## src/rtl/pds_pkg.sv

```systemverilog
// Shared types for the power-down sequencer.
// Assumes: nothing beyond IEEE 1800-2017 synthesizable constructs.
package pds_pkg;

    typedef enum logic [2:0] {
        PDS_ACTIVE,
        PDS_ENTER_QUAL,
        PDS_STANDBY,
        PDS_WAKE_QUAL,
        PDS_RELEASE
    } pds_state_e;

    // Larger of two counts, used to size the shared counter.
    function automatic int pds_max(input int a, input int b);
        return (a > b) ? a : b;
    endfunction

endpackage

```

## src/rtl/pds_ctrl.sv

```systemverilog
// Controller: filters the request pin by its minimum widths and walks
// active -> entry qualify -> standby -> wake qualify -> release -> active.
// Assumes: HIGH_MIN, LOW_MIN >= 1; DLY_OUT fits in CW bits.
module pds_ctrl
    import pds_pkg::*;
#(
    parameter int HIGH_MIN = 12,
    parameter int LOW_MIN  = 25,
    parameter int DLY_OUT  = 24,
    parameter int CW       = 5
) (
    input  logic          clk,
    input  logic          rst_n,
    input  logic          pd_pin,
    output pds_state_e    state_o,
    output logic [CW-1:0] cnt_o
);

    localparam logic [CW-1:0] HI_LAST  = CW'(HIGH_MIN - 1);
    localparam logic [CW-1:0] LO_LAST  = CW'(LOW_MIN - 1);
    localparam logic [CW-1:0] REL_LAST = CW'(DLY_OUT);
    localparam logic [CW-1:0] ONE      = CW'(1);

    pds_state_e    state_q, state_d;
    logic [CW-1:0] cnt_q, cnt_d;

    // Next-state and counter decision for the current pin sample.
    always_comb begin
        state_d = state_q;
        cnt_d   = cnt_q;
        case (state_q)
            PDS_ACTIVE: begin
                if (pd_pin) begin
                    state_d = (HIGH_MIN <= 1) ? PDS_STANDBY : PDS_ENTER_QUAL;
                    cnt_d   = (HIGH_MIN <= 1) ? '0 : ONE;
                end
            end
            PDS_ENTER_QUAL: begin
                if (!pd_pin) begin
                    state_d = PDS_ACTIVE;
                    cnt_d   = '0;
                end else if (cnt_q >= HI_LAST) begin
                    state_d = PDS_STANDBY;
                    cnt_d   = '0;
                end else begin
                    cnt_d   = cnt_q + ONE;
                end
            end
            PDS_STANDBY: begin
                if (!pd_pin) begin
                    state_d = (LOW_MIN <= 1) ? PDS_RELEASE : PDS_WAKE_QUAL;
                    cnt_d   = (LOW_MIN <= 1) ? '0 : ONE;
                end
            end
            PDS_WAKE_QUAL: begin
                if (pd_pin) begin
                    state_d = PDS_STANDBY;
                    cnt_d   = '0;
                end else if (cnt_q >= LO_LAST) begin
                    state_d = PDS_RELEASE;
                    cnt_d   = '0;
                end else begin
                    cnt_d   = cnt_q + ONE;
                end
            end
            PDS_RELEASE: begin
                if (cnt_q >= REL_LAST) begin
                    state_d = PDS_ACTIVE;
                    cnt_d   = '0;
                end else begin
                    cnt_d   = cnt_q + ONE;
                end
            end
            default: begin
                state_d = PDS_ACTIVE;
                cnt_d   = '0;
            end
        endcase
    end

    // State and counter registers with synchronous reset to active.
    always_ff @(posedge clk) begin
        if (!rst_n) begin
            state_q <= PDS_ACTIVE;
            cnt_q   <= '0;
        end else begin
            state_q <= state_d;
            cnt_q   <= cnt_d;
        end
    end

    assign state_o = state_q;
    assign cnt_o   = cnt_q;

endmodule

```

## src/rtl/pds_release_decode.sv

```systemverilog
// Decodes the four stage-valid flags from the controller state and the
// release counter. Flag order: 0 inputs, 1 output-enable, 2 clock-enable,
// 3 outputs. Assumes DLY_IN < DLY_OE < DLY_CLK < DLY_OUT.
module pds_release_decode
    import pds_pkg::*;
#(
    parameter int CW      = 5,
    parameter int DLY_IN  = 12,
    parameter int DLY_OE  = 16,
    parameter int DLY_CLK = 18,
    parameter int DLY_OUT = 24
) (
    input  pds_state_e    state_i,
    input  logic [CW-1:0] cnt_i,
    output logic [3:0]    flags_o,
    output logic          rel_phase_o
);

    localparam logic [3:0][CW-1:0] THR = {CW'(DLY_OUT), CW'(DLY_CLK),
                                          CW'(DLY_OE),  CW'(DLY_IN)};

    logic running;

    // Running means the block has not yet committed to standby.
    always_comb begin
        running     = (state_i == PDS_ACTIVE) || (state_i == PDS_ENTER_QUAL);
        rel_phase_o = (state_i == PDS_RELEASE);
    end

    for (genvar k = 0; k < 4; k++) begin : g_stage
        assign flags_o[k] = running || (rel_phase_o && (cnt_i >= THR[k]));
    end

endmodule

```

## src/rtl/pds_hold_reg.sv

```systemverilog
// Loadable holding register for one latched signal group.
// Assumes: load is computed before the edge; reset clears to zero.
module pds_hold_reg #(
    parameter int W = 8
) (
    input  logic         clk,
    input  logic         rst_n,
    input  logic         load,
    input  logic [W-1:0] d,
    output logic [W-1:0] q
);

    // Capture on load, otherwise hold the frozen value.
    always_ff @(posedge clk) begin
        if (!rst_n) begin
            q <= '0;
        end else if (load) begin
            q <= d;
        end
    end

endmodule

```

## src/rtl/pd_sequencer.sv

```systemverilog
// Top: power-down sequencer. It freezes the data, output-enable and
// clock-enable inputs on a power-down request, qualifies the request by
// minimum widths, and releases the stages in a fixed order on wake-up.
// Assumes: the inputs are synchronous to clk, and the delay parameters
// rise strictly from DLY_IN to DLY_OUT.
module pd_sequencer
    import pds_pkg::*;
#(
    parameter int W        = 8,
    parameter int HIGH_MIN = 12,
    parameter int LOW_MIN  = 25,
    parameter int DLY_IN   = 12,
    parameter int DLY_OE   = 16,
    parameter int DLY_CLK  = 18,
    parameter int DLY_OUT  = 24
) (
    input  logic         clk,
    input  logic         rst_n,
    input  logic         pd_pin,
    input  logic [W-1:0] data_in,
    input  logic         oe_in,
    input  logic         ce_in,
    output logic [W-1:0] data_q,
    output logic         oe_q,
    output logic         ce_q,
    output logic         in_valid,
    output logic         oe_valid,
    output logic         ce_valid,
    output logic         out_valid
);

    localparam int CNT_MAX = pds_max(pds_max(HIGH_MIN, LOW_MIN), DLY_OUT);
    localparam int CW      = $clog2(CNT_MAX + 1);

    pds_state_e    state;
    logic [CW-1:0] cnt;
    logic [3:0]    flags;
    logic          rel_phase;
    logic          freeze;
    logic          ld_data, ld_oe, ld_ce;

    pds_ctrl #(
        .HIGH_MIN(HIGH_MIN), .LOW_MIN(LOW_MIN), .DLY_OUT(DLY_OUT), .CW(CW)
    ) u_ctrl (
        .clk(clk), .rst_n(rst_n), .pd_pin(pd_pin),
        .state_o(state), .cnt_o(cnt)
    );

    pds_release_decode #(
        .CW(CW), .DLY_IN(DLY_IN), .DLY_OE(DLY_OE),
        .DLY_CLK(DLY_CLK), .DLY_OUT(DLY_OUT)
    ) u_dec (
        .state_i(state), .cnt_i(cnt),
        .flags_o(flags), .rel_phase_o(rel_phase)
    );

    // Load enables: a stage loads while valid, unless a request freezes it.
    always_comb begin
        freeze  = pd_pin && !rel_phase;
        ld_data = flags[0] && !freeze;
        ld_oe   = flags[1] && !freeze;
        ld_ce   = flags[2] && !freeze;
    end

    pds_hold_reg #(.W(W)) u_data (
        .clk(clk), .rst_n(rst_n), .load(ld_data), .d(data_in), .q(data_q)
    );
    pds_hold_reg #(.W(1)) u_oe (
        .clk(clk), .rst_n(rst_n), .load(ld_oe), .d(oe_in), .q(oe_q)
    );
    pds_hold_reg #(.W(1)) u_ce (
        .clk(clk), .rst_n(rst_n), .load(ld_ce), .d(ce_in), .q(ce_q)
    );

    assign in_valid  = flags[0];
    assign oe_valid  = flags[1];
    assign ce_valid  = flags[2];
    assign out_valid = flags[3];

endmodule

```

## config.mk

```make
export PLATFORM = sky130hd
export DESIGN_NAME = pd_sequencer
export DESIGN_NICKNAME = d
export VERILOG_FILES = /design/src/rtl/pds_pkg.sv /design/src/rtl/pds_ctrl.sv /design/src/rtl/pds_release_decode.sv /design/src/rtl/pds_hold_reg.sv /design/src/rtl/pd_sequencer.sv
export SDC_FILE = /design/constraint.sdc
export NUM_CORES = 1
export LEC_CHECK = 0
export ABC_AREA = 0
export BUFFER_PORTS_ARGS = -buffer_cell sky130_fd_sc_hd__buf_2
export CAP_MARGIN = 20
export CORE_ASPECT_RATIO = 0.9
export CORE_MARGIN = 5
export CORE_UTILIZATION = 55
export CTS_CLUSTER_DIAMETER = 30
export CTS_CLUSTER_SIZE = 40
export DETAILED_ROUTE_END_ITERATION = 8
export PLACE_DENSITY = 0.89
export SYNTH_ARGS = -nofsm -noshare
export SYNTH_HDL_FRONTEND = slang
export SYNTH_SLANG_ARGS = --single-unit
export TNS_END_PERCENT = 5
```

## constraint.sdc

```tcl
create_clock -name clk -period 4.2 [get_ports clk]
set_clock_uncertainty 0.15 [all_clocks]
set_input_delay 0.42 -clock clk [delete_from_list [all_inputs] [get_ports clk]]
set_output_delay 0.42 -clock clk [all_outputs]
set_load 0.005 [all_outputs]
```

# Word-level counts from Yosys, hierarchy flattened
# Cells that the tools add are included.
[classes]
n_addsub = 1
n_lt_le_gt_ge = 5
n_eq_ne = 9
mux = 15
n_reduce_logical = 18
[ops]
columns = ["op", "n"]
rows = [
  ["two-way mux 5 bit", 6],
  ["case mux 5 bit (5 select lines)", 1],
  ["two-way mux 3 bit", 7],
  ["greater-or-equal comparator 5 bit (second input constant)", 3],
  ["case mux 3 bit (5 select lines)", 1],
  ["greater-or-equal comparator 5 x 4 -> 1 bit (second input constant)", 2],
  ["logical AND 1 bit", 8],
  ["== test 3 x 2 -> 1 bit (second input constant)", 2],
  ["!= test 3 x 2 -> 1 bit (second input constant)", 2],
  ["adder 5 x 1 -> 5 bit (second input constant)", 1],
  ["logical OR 1 bit", 5],
  ["AND reduction 5 bit", 1],
  ["!= test 2 bit (second input constant)", 2],
  ["== test 3 x 1 -> 1 bit (second input constant)", 1],
  ["== test 3 bit (second input constant)", 1],
  ["zero test 3 bit", 1],
  ["zero test 1 bit", 2],
  ["!= test 2 x 1 -> 1 bit (second input constant)", 1],
  ["AND reduction 2 bit", 1],
]
[totals]
ff_bits = 18
out_inout_bits = 14
elab_cells = 53

# Logic depth before layout (Yosys ltp)
[depth]
word_depth = 5
mapped_depth = 6
ltp_nobuf = 5

# Hierarchy
# Synthesis repeated with hierarchy kept, for this count alone.
[unflattened]
cells_unflattened = 110
area_unflattened_um2 = 1018.5
[modules_own_cells]
columns = ["module", "n_inst", "cells_each", "area_per_inst_um2", "seq_area_each_um2"]
rows = [
  ["pds_ctrl", 1, 64, 524.3, 160.2],
  ["pds_hold_reg (u_data)", 1, 25, 301.5, 160.2],
  ["pds_release_decode", 1, 11, 85.1, 0.0],
  ["pds_hold_reg (u_ce ...)", 2, 3, 36.3, 20.0],
  ["pd_sequencer", 1, 4, 35.0, 0.0],
]

# Least setup slack after synthesis
# OpenSTA, ideal clock, no wires.
[synth_timing]
path_type = "flip-flop to flip-flop"
startpoint = "reg u_ctrl.cnt_q[1], in the netlist u_ctrl.cnt_o[1]"
endpoint = "reg u_ctrl.cnt_q[2], in the netlist u_ctrl.cnt_o[2]"
setup_ns = 0.074
arrival_time_ns = 1.637
required_ns = 3.976
slack_ns = 2.338
path_stages_with_launch = 6
synth_period_minus_slack_ns = 1.862
path_cell_list = "dfxtp_1 > ha_1 > a211o_1 > a2111oi_4 > o2111ai_1 > a31oi_1"
[synth_between]
elab_chain_cells = 4
[synth_lines]
columns = ["element", "line_no", "text"]
rows = [
  ["start, declared", "pds_ctrl.sv:25", "logic [CW-1:0] cnt_q, cnt_d;"],
  ["start signal, assigned", "pds_ctrl.sv:88", "cnt_q <= cnt_d;"],
  ["adder 5 x 1 -> 5 bit (tied with other cells)", "pds_ctrl.sv:46, pds_ctrl.sv:63, pds_ctrl.sv:71", ""],
  ["two-way mux 5 bit, on equally long branches", "pds_ctrl.sv:59, pds_ctrl.sv:67, pds_ctrl.sv:42", ""],
  ["two-way mux 5 bit, on equally long branches", "pds_ctrl.sv:56, pds_ctrl.sv:39", ""],
  ["case mux 5 bit (5 select lines) *", "pds_ctrl.sv:31", "case (state_q)"],
]
# Mark *: on every way between the ends. The rest lies on a longest branch, timed or not.
# A chain may end at the register's enable or synchronous reset.

# Worst setup path after layout
[layout_timing]
startpoint = "reg u_ctrl.state_q[2], in the netlist u_ctrl.state_o[2]"
endpoint = "out ce_valid"
[layout_between]
elab_chain_cells = 3
[layout_lines]
columns = ["element", "line_no", "text"]
rows = [
  ["start, declared", "pds_ctrl.sv:24", "pds_state_e state_q, state_d;"],
  ["start signal, assigned", "pds_ctrl.sv:87", "state_q <= state_d;"],
  ["== test 3 x 1 -> 1 bit (tied with other cells)", "pds_release_decode.sv:26", "running = (state_i == PDS_ACTIVE) || (state_i == PDS_ENTER_QUAL);"],
  ["logical OR 1 bit or logical AND 1 bit (tied branches)", "pds_release_decode.sv:26, pds_release_decode.sv:31", ""],
  ["logical OR 1 bit *", "pds_release_decode.sv:31", "assign flags_o[k] = running || (rel_phase_o && (cnt_i >= THR[k]));"],
  ["end, declared", "pd_sequencer.sv:28", "output logic ce_valid,"],
]
# Marked as above.

==> results_dict.tcl <==
set metrics [dict create \
    grt-ovfl-total 0 \
    grt_pass1_wl_um 3960 \
    synth_area_leaders "dfxtp_1 (35%), mux2i_1 (9.6%), nand2_1 (9.4%)" \
    rsz0062_at_grt "false" \
    synth_top_area_share_pct 34.7 \
    yosysTopAreaCell "dfxtp_1" \
    path_class "register to output pin" \
    fin_crit_sh_pct 61.5 \
    num_vias 967 \
    final_nets 163 \
    setup_viol 0 \
    place_congestion 0.802 \
    fmax_mhz 387 \
    reg2reg_depth 4 \
    ys.flop_type "dfxtp_1" \
    syn_inst 127 \
    grt_usage_pct 17.2 \
    setup_slack_ns 1.62 \
    arrival_ns 2.01 \
    p_leak_nw 0.501 \
    ys_warn_count 0 \
    syn_area_um2 1040 \
    clock_sinks 18 \
    clockBufferDepth 2 \
    synth_seq_area_share_pct 34.7 \
    final_cell_area_um2 1190 \
    dieArea_um2 2860 \
    antenna_found_initial 0 \
    num_io_pins 27 \
    r2r-start "u_ctrl.cnt_o[3]$_SDFFE_PN0P_" \
    synth-seq-cells 18 \
    dp_slack_ns 2.09 \
    clk_latency_ns 0.30 \
    power_density_nw_per_um2 281 \
    rr_endpoint "u_data.q[4]$_SDFFE_PN0P_" \
    finalSetupTns_ns 0 \
    whs_ns 0.210 \
    synthDistinctLibCells 34 \
    min_path_cells 3 \
    post-route-util_pct 63.9 \
    core_um2 1860 \
    avgSynthCellArea_um2 8.19 \
    hold_end "u_data.q[2]$_SDFFE_PN0P_" \
    final_cell_count_no_fill 172 \
    dp_cells 168 \
    wl_per_cell_um 13.9 \
    postCtsSetupBuffers 0 \
    timing.final.crit_period_ns 2.58 \
    place_area_um2 1150 \
    synthArstFlopShare_pct 0 \
    worstPathRequired_ns 3.63 \
    status "complete, no violations" \
    drtIter0Drc 24 \
    die_h_um 51.3 \
    drc 0 \
    rows 15 \
    h-tree-depth 1 \
    maxCapViolations 0 \
    grt_start_max_net_pins 25 \
    wl_um 2380 \
    slew-limit-headroom_pct 45.7 \
    syn-num-nets 142 \
    via_per_inst 5.62 \
    cts_hold_buf 0 \
    hold_viol 0 \
    cts_root_buf "clkbuf_4" \
    min_path_type "input port to register" \
    rrSetupSlack_ns 2.03 \
    min_from "data_in[2]" \
    grt_pass1_vias 917 \
    cts.clk_slew.worst_paths_ns 0.12 \
    ant_nets 0 \
    synth-edff-count 0 \
    dpl.hpwl_um 1740 \
    cts_resized 0 \
    die_x_um 55.8 \
    slew_viol_final 0 \
    ir_drop_v 0.000299 \
    first_pass_iters 5 \
    fin_total_pwr_uw 333 \
    cts_tree "done" \
    io_buffer_count 26 \
    start_kind "register" \
    area_growth_pct 14.2 \
    diodes 0 \
    tightest_slew_ns 0.813 \
    initial_utilization_pct 56.0 \
    cts_buffers 3 \
    cp-end-kind "output pin" \
    drive_above_1_share_pct 24.5 \
    worstPathMaxFanout 15 \
]
placed cells by master, fill, tap and decap left out, types with 3 or more instances in the layout:
master,instances
a21boi_0,3
a21oi_1,4
a31oi_1,4
buf_2,26
clkbuf_4,3
dfxtp_1,18
inv_1,7
mux2i_1,10
nand2_1,26
nand3_1,3
nor2_1,3
nor2b_1,3
nor3_1,3
o2111ai_1,3
o211ai_1,6
o21ai_0,5
cells in the mapped netlist, types with 2 or more instances:
cell type and instances:
a211o_1 2, a21boi_0 3, a21oi_1 4, a31oi_1 4, buf_2 4, clkbuf_1 4
dfxtp_1 18, ha_1 2, inv_1 7, mux2i_1 10, nand2_1 26, nand2b_1 2
nand3_1 3, nor2_1 3, nor2b_1 3, nor3_1 3, o2111ai_1 3, o211ai_1 6
o21ai_0 5
cell type report:
| class | count | area, µm² |
|---|---|---|
| clock buffer | 4 | 36.3 |
| fill | 159 | 671 |
| inverter | 7 | 26.3 |
| multi-input combinational | 92 | 603 |
| sequential | 18 | 360 |
| tap | 25 | 31.3 |
| timing repair buffer | 26 | 130 |
flip-flops by register name, indices dropped and copies added (netlist names):
signal and count:
u_data.q 8, u_ctrl.cnt_o 5, u_ctrl.state_o 3, u_ce.q 1, u_oe.q 1
kinds of logic after synthesis:
| logic type | after synthesis | synth area share (%) |
|---|---|---|
| buffers and inverters | 17 | 7.34 |
| XOR/XNOR | 1 | 0.843 |
| multiplexers | 10 | 9.63 |
| AND/OR/NAND/NOR | 46 | 20.9 |
| adder cells (fa/ha/maj) | 2 | 2.41 |
| AO/OA/AOI/OAI | 33 | 24.2 |
| flip-flops | 18 | 34.7 |
per-layer routing:
layer / vias up / wire length (µm) / share of wire, % / track usage [%]
met5: - / 0 / 0 / 0
met4: 0 / 17 / 0.71 / 3.56
met3: 4 / 159 / 6.7 / 6.06
met2: 27 / 1230 / 52 / 31.3
met1: 452 / 972 / 41 / 19.6
li1: 484 / - / - / -
critical path, cell delays in order (launching register included):
cell	delay [ns]
dfxtp_1	0.67
nor3b_1	0.52
nand2_1	0.18
o22ai_1	0.19
buf_2	0.15
power by group:
group	switching, mW	leakage, nW	internal (mW)
Combinational	0.0204	0.332	0.0188
Sequential	0.00576	0.148	0.178
Clock	0.0571	0.0210	0.0529
worst max path at each step:
stage	slack, ns	depth (start not counted)	start	end
after global placement	2.08	4	u_ctrl.state_o[2]$_SDFFE_PN0P_	ce_valid
after CTS	1.66	4	u_ctrl.state_o[2]$_SDFFE_PN0P_	ce_valid
after detailed placement	2.09	4	u_ctrl.cnt_o[3]$_SDFFE_PN0P_	u_data.q[4]$_SDFFE_PN0P_
final	1.62	4	u_ctrl.state_o[2]$_SDFFE_PN0P_	ce_valid
after floorplan	2.34	5	u_ctrl.cnt_o[1]$_SDFFE_PN0P_	u_ctrl.cnt_o[2]$_SDFFE_PN0P_
after global routing	1.53	4	u_ctrl.state_o[2]$_SDFFE_PN0P_	ce_valid
Power figures use the tool's default switching activity.
